## config.mk

```make
export PLATFORM = sky130hd
export DESIGN_NAME = useq_top
export DESIGN_NICKNAME = d
export VERILOG_FILES = /design/src/rtl/useq_pkg.sv /design/src/rtl/useq_rom.sv /design/src/rtl/useq_stack.sv /design/src/rtl/useq_next.sv /design/src/rtl/useq_top.sv
export SDC_FILE = /design/constraint.sdc
export NUM_CORES = 1
export LEC_CHECK = 0
export BUFFER_PORTS_ARGS = -buffer_cell sky130_fd_sc_hd__buf_4
export CORE_ASPECT_RATIO = 0.7
export CORE_UTILIZATION = 53
export CTS_BUF_LIST = sky130_fd_sc_hd__clkbuf_16
export DETAILED_ROUTE_END_ITERATION = 8
export PLACE_DENSITY = 0.87
export SLEW_MARGIN = 20
export SYNTH_ARGS = -nofsm -noshare
export SYNTH_HDL_FRONTEND = slang
export SYNTH_SLANG_ARGS = --single-unit
```

## constraint.sdc

```tcl
create_clock -name clk -period 2.05 [get_ports clk]
set_input_delay 0.205 -clock clk [delete_from_list [all_inputs] [get_ports clk]]
set_output_delay 0.205 -clock clk [all_outputs]
set_load 0.01 [all_outputs]
```

## src/rtl/useq_pkg.sv

```systemverilog
// Shared widths, microword layout and control-store contents for the
// microprogram sequencer. Assumes a 64-word control store.
package useq_pkg;

    localparam int UA_W  = 6;                 // micro-address width
    localparam int CTL_W = 8;                 // datapath control bits
    localparam int FLG_W = 4;                 // ALU flag count
    localparam int SEL_W = $clog2(FLG_W);     // flag select width
    localparam int CNT_W = 4;                 // loop counter width
    localparam int ROM_N = 1 << UA_W;         // control-store words

    typedef enum logic [2:0] {
        SQ_STEP = 3'd0, SQ_JUMP = 3'd1, SQ_MAP  = 3'd2, SQ_VEC  = 3'd3,
        SQ_COND = 3'd4, SQ_CALL = 3'd5, SQ_RET  = 3'd6, SQ_LOOP = 3'd7
    } seq_op_e;

    typedef enum logic [1:0] {
        AX_NONE = 2'd0, AX_LOOPOPEN = 2'd1, AX_DROP = 2'd2, AX_SPARE = 2'd3
    } aux_e;

    typedef struct packed {
        seq_op_e             op;
        aux_e                aux;
        logic [SEL_W-1:0]    csel;
        logic                cpol;
        logic [UA_W-1:0]     br;
        logic [CTL_W-1:0]    ctl;
        logic [UA_W-1:0]     tag;
    } uword_t;

    localparam int UW_W = $bits(uword_t);

    // Computes the microword stored at address a. The top eight words
    // form a call chain followed by returns, giving deep nesting.
    function automatic uword_t rom_word(input int unsigned a);
        uword_t      w;
        logic [31:0] v;
        v      = (a ^ (a >> 3));
        w.op   = seq_op_e'(v[2:0]);
        v      = a >> 1;
        w.aux  = aux_e'(v[1:0]);
        v      = a >> 3;
        w.csel = v[SEL_W-1:0];
        v      = a >> 5;
        w.cpol = v[0];
        v      = a * 13 + 7;
        w.br   = v[UA_W-1:0];
        v      = a * 29 + 5;
        w.ctl  = v[CTL_W-1:0];
        v      = a;
        w.tag  = v[UA_W-1:0];
        if (a >= ROM_N - 8) begin
            if (a < ROM_N - 4) begin
                w.op = SQ_CALL;
                v    = a + 1;
                w.br = v[UA_W-1:0];
            end else begin
                w.op = SQ_RET;
            end
        end
        return w;
    endfunction

endpackage

```

## src/rtl/useq_rom.sv

```systemverilog
// Control store: asynchronous-read ROM whose contents come from
// rom_word(). Assumes the address covers the whole array.
module useq_rom
    import useq_pkg::*;
(
    input  logic [UA_W-1:0] addr,
    output uword_t          word
);

    uword_t mem [ROM_N];

    // Fill every word from the content function.
    for (genvar g = 0; g < ROM_N; g++) begin : g_word
        assign mem[g] = rom_word(g);
    end

    // Read the addressed word.
    assign word = mem[addr];

endmodule

```

## src/rtl/useq_stack.sv

```systemverilog
// LIFO of micro-addresses shared by loops and subroutines. A push when
// full and a pop when empty are ignored; top reads 0 when empty.
// Assumes push and pop are never requested in the same cycle.
module useq_stack #(
    parameter int W     = 6,
    parameter int DEPTH = 6,
    localparam int PW   = $clog2(DEPTH + 1)
) (
    input  logic          clk,
    input  logic          rst_n,
    input  logic          push,
    input  logic          pop,
    input  logic [W-1:0]  din,
    output logic [W-1:0]  top,
    output logic [PW-1:0] depth,
    output logic          full,
    output logic          empty
);

    logic [W-1:0]  ent [DEPTH];
    logic [PW-1:0] cnt_q;

    assign full  = (cnt_q == PW'(DEPTH));
    assign empty = (cnt_q == '0);
    assign depth = cnt_q;

    // One register per level, written when it is the next free slot.
    for (genvar g = 0; g < DEPTH; g++) begin : g_ent
        always_ff @(posedge clk) begin
            if (!rst_n)
                ent[g] <= '0;
            else if (push && !full && cnt_q == PW'(g))
                ent[g] <= din;
        end
    end

    // Occupancy counter.
    always_ff @(posedge clk) begin
        if (!rst_n)
            cnt_q <= '0;
        else if (push && !full)
            cnt_q <= cnt_q + 1'b1;
        else if (pop && !empty)
            cnt_q <= cnt_q - 1'b1;
    end

    // Select the most recent entry.
    always_comb begin
        top = '0;
        for (int i = 0; i < DEPTH; i++)
            if (cnt_q == PW'(i + 1))
                top = ent[i];
    end

endmodule

```

## src/rtl/useq_next.sv

```systemverilog
// Next-address selection and stack/counter commands for one cycle.
// Purely combinational; assumes the caller registers its results.
module useq_next
    import useq_pkg::*;
(
    input  seq_op_e          op,
    input  aux_e             aux,
    input  logic [SEL_W-1:0] csel,
    input  logic             cpol,
    input  logic [UA_W-1:0]  br,
    input  logic [UA_W-1:0]  ua,
    input  logic [UA_W-1:0]  map_addr,
    input  logic             vec_req,
    input  logic [UA_W-1:0]  vec_addr,
    input  logic [FLG_W-1:0] status,
    input  logic [UA_W-1:0]  stk_top,
    input  logic             stk_full,
    input  logic             stk_empty,
    input  logic             cnt_zero,
    output logic [UA_W-1:0]  nxt_ua,
    output logic             push,
    output logic [UA_W-1:0]  push_val,
    output logic             pop,
    output logic             cnt_load,
    output logic             cnt_dec,
    output logic             ovf_evt,
    output logic             unf_evt
);

    logic [UA_W-1:0] ua_inc;
    assign ua_inc = ua + 1'b1;

    // Decode the executing word into an address and side effects.
    always_comb begin
        nxt_ua   = ua_inc;
        push     = 1'b0;
        push_val = ua_inc;
        pop      = 1'b0;
        cnt_load = 1'b0;
        cnt_dec  = 1'b0;
        if (vec_req) begin
            nxt_ua = vec_addr;
        end else begin
            unique case (op)
                SQ_STEP: begin
                    if (aux == AX_LOOPOPEN) begin
                        push     = 1'b1;
                        push_val = ua;
                        cnt_load = 1'b1;
                    end else if (aux == AX_DROP) begin
                        pop = 1'b1;
                    end
                end
                SQ_JUMP: nxt_ua = br;
                SQ_MAP:  nxt_ua = map_addr;
                SQ_VEC:  nxt_ua = vec_addr;
                SQ_COND: if (status[csel] ^ cpol) nxt_ua = br;
                SQ_CALL: begin
                    push   = 1'b1;
                    nxt_ua = br;
                end
                SQ_RET: begin
                    pop    = 1'b1;
                    nxt_ua = stk_top;
                end
                SQ_LOOP: begin
                    if (!cnt_zero) begin
                        cnt_dec = 1'b1;
                        nxt_ua  = stk_top;
                    end else begin
                        pop = 1'b1;
                    end
                end
                default: nxt_ua = ua_inc;
            endcase
        end
    end

    assign ovf_evt = push && stk_full;
    assign unf_evt = pop && stk_empty;

endmodule

```

## src/rtl/useq_top.sv

```systemverilog
// Microprogram sequencer: address register, control store, microword
// pipeline register, registered ALU flags, loop counter and shared
// stack. The word in the pipeline register sequences the next address,
// so every taken branch has one delay slot.
module useq_top
    import useq_pkg::*;
#(
    parameter int  STK_DEPTH = 6,
    localparam int DPW       = $clog2(STK_DEPTH + 1)
) (
    input  logic             clk,
    input  logic             rst_n,
    input  logic [UA_W-1:0]  map_addr,
    input  logic             vec_req,
    input  logic [UA_W-1:0]  vec_addr,
    input  logic [FLG_W-1:0] alu_flags,
    output logic [UA_W-1:0]  uaddr,
    output logic [UW_W-1:0]  ctrl_word,
    output logic             stk_ovf,
    output logic             stk_unf
);

    logic [UA_W-1:0]  ua_q;
    uword_t           pipe_q;
    uword_t           rom_q;
    logic [FLG_W-1:0] status_q;
    logic [CNT_W-1:0] cnt_q;
    logic             ovf_q, unf_q;

    logic [UA_W-1:0]  nxt_ua, push_val, stk_top;
    logic             push, pop, cnt_load, cnt_dec, ovf_evt, unf_evt;
    logic             stk_full, stk_empty;
    logic [DPW-1:0]   stk_depth;

    useq_rom i_rom (
        .addr (ua_q),
        .word (rom_q)
    );

    useq_stack #(.W(UA_W), .DEPTH(STK_DEPTH)) i_stack (
        .clk   (clk),
        .rst_n (rst_n),
        .push  (push),
        .pop   (pop),
        .din   (push_val),
        .top   (stk_top),
        .depth (stk_depth),
        .full  (stk_full),
        .empty (stk_empty)
    );

    useq_next i_next (
        .op        (pipe_q.op),
        .aux       (pipe_q.aux),
        .csel      (pipe_q.csel),
        .cpol      (pipe_q.cpol),
        .br        (pipe_q.br),
        .ua        (ua_q),
        .map_addr  (map_addr),
        .vec_req   (vec_req),
        .vec_addr  (vec_addr),
        .status    (status_q),
        .stk_top   (stk_top),
        .stk_full  (stk_full),
        .stk_empty (stk_empty),
        .cnt_zero  (cnt_q == '0),
        .nxt_ua    (nxt_ua),
        .push      (push),
        .push_val  (push_val),
        .pop       (pop),
        .cnt_load  (cnt_load),
        .cnt_dec   (cnt_dec),
        .ovf_evt   (ovf_evt),
        .unf_evt   (unf_evt)
    );

    // Address register, microword pipeline and flag status register.
    always_ff @(posedge clk) begin
        if (!rst_n) begin
            ua_q     <= '0;
            pipe_q   <= '0;
            status_q <= '0;
        end else begin
            ua_q     <= nxt_ua;
            pipe_q   <= rom_q;
            status_q <= alu_flags;
        end
    end

    // Loop counter: loaded on loop open, decremented on a repeat.
    always_ff @(posedge clk) begin
        if (!rst_n)
            cnt_q <= '0;
        else if (cnt_load)
            cnt_q <= pipe_q.br[CNT_W-1:0];
        else if (cnt_dec)
            cnt_q <= cnt_q - 1'b1;
    end

    // One-cycle stack error pulses.
    always_ff @(posedge clk) begin
        if (!rst_n) begin
            ovf_q <= 1'b0;
            unf_q <= 1'b0;
        end else begin
            ovf_q <= ovf_evt;
            unf_q <= unf_evt;
        end
    end

    assign uaddr     = ua_q;
    assign ctrl_word = pipe_q;
    assign stk_ovf   = ovf_q;
    assign stk_unf   = unf_q;

endmodule

```

==> results by group, run 1 <==
STA
  • Worst Tran Pin Value: around 760 ps
  • Worst hold margin: 64.1 ps
  • Hold Fails Final Rpt: 0
  • Fin Clk Skew: 8.85 ps
  • Max-slew violations: 0
  • Slew HR: 0.486
  • Fin crit share: 0.988
  • Post-route minimum period: 2030 ps
  • RSZ-0062 raised after global routing: true
  • Worst Slack Setup Final: approximately 24 ps
  • Peak Freq: 0.494 GHz
  • Setup violators final: 0

Clocking
  • Worst-path clk slew: 70 ps
  • Hold-fix buffers at CTS: 0
  • CTS buffer count: 9
  • CTS H-tree lvls: 3
  • TritonCTS clock tree: done
  • Post-CTS Setup Bufs: 0
  • Max clock buf depth: 2
  • Clock Sink Count: 77
  • CTS Root Cell: clkbuf_16
  • Later-pin clock latency in the skew report: 340 ps

Global routing
  • Initial antenna violation count: 0
  • First-pass GRT wire length: approximately 20000 microns
  • Via count of the first global-routing pass: between 3000 and 4000
  • Largest net degree at the start of global routing: 33
  • Total GRT Usage: 0.308
  • Total gr overflow: 0

Drt
  • Final wirelength: 13200 microns
  • Drt drc: 6
  • Met2 Wirelength: 5620 microns
  • Post-route ant nets: 0
  • DRT Pass-1 Iters: 7
  • First-iteration detailed-routing DRC count: 571
  • Max Used Layer: met4
  • M1 wire length: 5520 microns
  • Via count: approximately 4200
  • Met3 wire len: 1780 microns
  • Via density: 6.24
  • Routed length per instance: 19.6 microns

Pwr
  • Ratio of total power to cell area: 833 nW/um^2
  • Total power: between 4 and 5 mW
  • Leak pwr: between 2 and 2.5 nW
  • Worst vdd ir: around 450 uV

Synthesis
  • Post-synth top cells: nor2_1 (69), nand2_1 (42), dfxtp_1 (41)
  • Register area share after synthesis: 0.423
  • Syn_nets: 530
  • Synthesized area: 4500 sq um
  • Asr flop ratio synth: 0
  • EDFF count, synth: 36
  • Syn Area/Cell: 9.07 sq um
  • #FFs+latches synth: 77
  • Post-synth top flop: dfxtp_1
  • Synth area leaders: edfxtp_1 (24%), dfxtp_1 (18%), nor2_1 (5.8%)
  • Cell variety after synth: 63
  • Post-Synthesis Cells: 496
  • Yosys top cell area share: 0.240
  • Area leader, netlist: edfxtp_1
  • Count leader, synth: nor2_1
  • Yosys warns: 0

Worst setup path
  • Arr. time, crit path: 2230 ps
  • Crit-path max FO: 6
  • CP startpoint kind: flip-flop
  • WS Path Type: reg -> reg
  • Reg-to-reg slack, setup: around 24 ps
  • Crit end category: flip-flop
  • Crit path required time: approximately 2300 ps

Floorplanning
  • Starting Density: 0.560
  • Core Rows: 27
  • Die height: 79.1 microns
  • I/O Pins: 55
  • DIE AREA: between 8000 and 9000 sq um
  • Core area: slightly above 8000 sq um
  • Die X: around 110 microns

Layout
  • Share of cells above drive strength 1: 0.262
  • Fillers: 566
  • Final net count: 602
  • Antenna diode count: 0
  • Layout area overhead: 25.1%
  • Final Non-Filler Cells: 674
  • Post-layout util: 0.700

Outcome
  • Status: finished, violations left
  • Failing checks: design-rule violations

Placed design
  • Placement Setup Slack: 11.8 ps
  • Buffers on Ports: between 50 and 60
  • Post-DP HPWL: between 9000 and 10000 microns
  • Placed cell count: 658
  • RD Place Congestion: 0.958

Hold path
  • Worst hold path type: in -> reg

Run
  • # Max-Cap Violations: 0
[flip-flops by register name, summed over array words and instances, names as in the netlist]
name,flops
cnt_q,4
ctrl_word,22
i_stack.depth,3
i_stack.ent,36
status_q,4
stk_ovf,1
stk_unf,1
uaddr,6
[metal layers]
metal  up-vias  GRT usage
met5         -          0
met4         0     0.0893
met3        30      0.131
met2       239      0.446
met1      2019      0.417
li1       1915          -
[power breakdown]
| part | switching [mW] | leakage (nW) | internal, mW |
|---|---|---|---|
| sequential | 0.0893 | 0.711 | 1.71 |
| clock | 0.674 | 0.159 | 1.08 |
| combinational | 0.629 | 1.36 | 0.495 |
| total | 1.39 | 2.23 | 3.29 |
[critical path, cell delays in order, from the launching register on]
cell and delay (ps):
dfxtp_1 330, or4b_4 570, a211o_4 380, buf_4 160
nor2_8 130, nand3_2 160, nor2_1 140
[path summary, 6_finish.rpt]
check | end | start | cells past startpoint
setup / recovery | i_stack.ent[1][10] | ctrl_word[27] | 6
hold / removal | status_q[0] | alu_flags[0] | 2
setup reg to reg | i_stack.ent[1][10] | ctrl_word[27] | 6
hold reg to reg | cnt_q[1] | ctrl_word[15] | 2
[logic make-up (layout without fill, tap and decap cells)]
logic type | Yosys count | count (layout) | synth area share
XOR/XNOR | 19 | 19 | 0.0370
AND/OR/NAND/NOR | 195 | 195 | 0.224
multiplexers | 7 | 7 | 0.0239
adder cells (fa/ha/maj) | 15 | 15 | 0.0417
buffers and inverters | 62 | 139 | 0.0592
flip-flops | 77 | 77 | 0.423
AO/OA/AOI/OAI | 121 | 121 | 0.191
[cell usage in the layout (no fill, tap or decap), types with 3 or more instances in the layout]
cell type  instances
buf_4            102
o21ai_1            6
a221o_1            9
a31oi_1           11
nor3b_1            8
clkbuf_16          9
nor3_1             8
and2_1            11
mux4_2             3
nand2_1           40
nand3_2            3
a221oi_1           8
dfxtp_1           41
edfxtp_1          36
inv_1             19
a22o_1             4
nand3_1           12
xnor2_1           14
nand2b_1           3
mux2i_1            4
a21oi_1           21
nor2_1            67
ha_1              12
nand3b_1           6
o21ai_0           23
nor2b_1           16
o211ai_1           7
nand2_2            5
a211oi_1           7
xor2_1             5
[cell type report]
class,instances,area (sq um),area share
repair buffers,103,777,0.138
inverters,20,75.1,0.0133
flip-flops and latches,77,1900,0.338
well taps,101,126,0.0225
clock buffers,9,225,0.0400
clock inverters,7,105,0.0187
multi-input cells,357,2420,0.429
[stage by stage]
step / setup TNS, ps / instance area (sq um)
finish: 0 / 5630
global route: -146 / 5630
CTS: 0 / 5580
detailed placement: 0 / 5230
global placement: -3.97 / 5230
floorplan: -359 / 4520
[what timing repair did]
action | in CTS | in global routing
pin swaps | 0 | 2
resized for setup | 4 | 13
endpoints found under the hold margin | 0 | 0
setup endpoints to repair | 5 | 45
(Power assumes the default switching activity.)
==> inputs of run 2 (changes only) <==
Settings changed: RECOVER_POWER set to 100.
==> run 2 against run 1 <==
- cell area is 2.2% lower
- sequential share of layout area is 0.78 points higher
- largest power group unchanged
- worst setup slack improved by 5.2 ps
- utilization down 1.6 points
- non-clock buffer count did not move
- combinational power fell by 4%
- clock power is essentially flat
- sequential power about the same
- via count down 0.29%
- count of clock-buffer cells in the layout unchanged
- the flow still finishes with violations (design-rule violations)
- total power shrank 1.2%
- worst hold slack barely moved
==> results by group, run 2 (synthesis gave the netlist of run 1 again) <==
Outcome
  • Status: finished, violations left
  • Failing checks: design-rule violations

Clocking
  • CTS Root Cell: clkbuf_16
  • Clock Sink Count: 77
  • Hold-fix buffers at CTS: 0
  • Later-pin clock latency in the skew report: 350 ps
  • CTS buffer count: 9
  • CTS H-tree lvls: 3
  • Max clock buf depth: 2
  • TritonCTS clock tree: done
  • Worst-path clk slew: 60 ps

Pwr
  • Leak pwr: 2.09 nW
  • Total power: 4.63 mW
  • Combinational share of power: 0.230
  • Psw: between 1 and 1.5 mW
  • Clock Power Share: 0.381
  • Sequential share of power: 0.389
  • Worst vdd ir: 446 uV
  • Ratio of total power to cell area: 842 nW/um^2
  • Switching Fraction: 0.301
  • Internal: 3.24 mW

Worst setup path
  • Arr. time, crit path: 2210 ps
  • Worst Setup EP: i_stack.ent[0][8]
  • Crit end category: flip-flop
  • Crit. Startpoint: ctrl_word[27]
  • WS Path Type: reg -> reg
  • Reg-to-reg slack, setup: 30 ps
  • Crit-path max FO: 6
  • CP startpoint kind: flip-flop
  • Reg2Reg Capture Point: i_stack.ent[0][8]
  • Crit path required time: 2240 ps
  • Reg2reg start: ctrl_word[27]
  • Cells on worst reg2reg path: 6

Drt
  • DRT Pass-1 Iters: 7
  • Post-route ant nets: 0
  • Final wirelength: 13200 microns
  • Via density: 6.22
  • Routed length per instance: 19.5 microns
  • First-iteration detailed-routing DRC count: ~530
  • Via count: about 4200
  • Drt drc: 6

Layout
  • Layout area overhead: 22.2%
  • Register area: 1900 sq um
  • Max FFs per register: 36
  • Share of cells above drive strength 1: 0.204
  • Commonest non-fill, non-tap cell in the layout: buf_4
  • Area of the multi-input gates: approximately 2400 sq um
  • Reg with most FFs: i_stack.ent
  • Final net count: roughly 600
  • Commonest non-fill, non-tap cells in the layout: buf_4 (68), nor2_1 (67), dfxtp_1 (41)
  • Antenna diode count: 0
  • Fillers: 611

Floorplanning
  • I/O Pins: 55
  • Core area: 8040 sq um
  • Die X: 112 microns
  • Starting Density: 0.560
  • DIE AREA: 8870 sq um
  • Die height: 79.1 microns
  • Core Rows: 27

STA
  • Max-slew violations: 0
  • RSZ-0062 raised after global routing: true
  • TNS Setup: 0 ps
  • Fin crit share: 0.986
  • Worst Slack Setup Final: 29.1 ps
  • Peak Freq: 0.495 GHz
  • Worst Tran Pin Value: 1400 ps
  • Worst hold margin: 64.3 ps
  • Post-route minimum period: 2020 ps
  • Slew HR: 0.0635
  • Setup violators final: 0
  • Hold Fails Final Rpt: 0
  • Fin Clk Skew: 9.35 ps

Global routing
  • GR peak layer: met2
  • Met1 track demand over resource: 0.417
  • Largest net degree at the start of global routing: 33
  • First-pass GRT wire length: 20500 microns
  • Via count of the first global-routing pass: 3934
  • M2 GR Usage: 0.446
  • Grt met3 use: 0.131
  • Initial antenna violation count: 0
  • Total gr overflow: 0
  • Total GRT Usage: 0.308

Placed design
  • Post-DP HPWL: 9600 microns
  • Buffers on Ports: 54
  • RD Place Congestion: 0.958
  • Placement Setup Slack: 11.8 ps

Run
  • # Max-Cap Violations: 0

Hold path
  • Worst hold path type: in -> reg
[run 2: changes by cell type in the layout (fill, tap and decap cells not counted)]
cell	before	now
and2_0	0	4
and2_1	11	7
buf_4	102	68
clkbuf_1	0	33
clkbuf_2	0	1
[run 2: worst min-delay path by stage]
stage | startpoint | to | slack (ps) | cells past startpoint
floorplan | alu_flags[0] | status_q[0] | 330 | 1
global placement | alu_flags[0] | status_q[0] | 420 | 2
detailed placement | alu_flags[3] | status_q[3] | 420 | 2
CTS | alu_flags[0] | status_q[0] | 60 | 2
global route | alu_flags[0] | status_q[0] | 70 | 2
finish | alu_flags[0] | status_q[0] | 60 | 2
[run 2: through the flow]
step,util,cell area (sq um),instances
after CTS,0.694,5580,674
after floorplan,-,4520,496
after global placement,0.650,5230,658
after global routing,0.684,5500,674
after detailed placement,0.650,5230,658
final,0.684,5500,674
[run 2: cell type report]
cell class / count / share of cell area
Timing Repair Buffer: 103 / 0.118
Tap cell: 101 / 0.0230
Clock inverter: 7 / 0.0191
Multi-Input combinational cell: 357 / 0.439
Clock buffer: 9 / 0.0409
Inverter: 20 / 0.0136
Sequential cell: 77 / 0.346
[run 2: per-layer routing]
metal | share of wire | up-vias
li1 | - | 1910
met1 | 0.41 | 1979
met2 | 0.43 | 271
met3 | 0.14 | 31
met4 | 0.022 | 0
met5 | 0 | -
[run 2: what timing repair did]
action	CTS	global route
endpoints found under the setup margin	5	45
cloned	0	0
resized for setup	4	13
setup buffers	0	0
pin swaps	0	2
[run 2: critical path, stage by stage (launching register included)]
cell and delay (ps):
dfxtp_1 330, or4b_4 570, a211o_4 380, buf_4 160, nor2_8 130, nand3_2 150, nor2_1 140
[run 2: power by group through the flow]
stage / logic (mW) / clock network, mW / registers [mW]
final: 1.07 / 1.76 / 1.80
after global routing: 1.15 / 1.84 / 1.81
after CTS: 1.07 / 1.77 / 1.80
after detailed placement: 1.06 / 0 / 1.83
after global placement: 1.03 / 0 / 1.82
after floorplan: 0.619 / 0 / 1.84
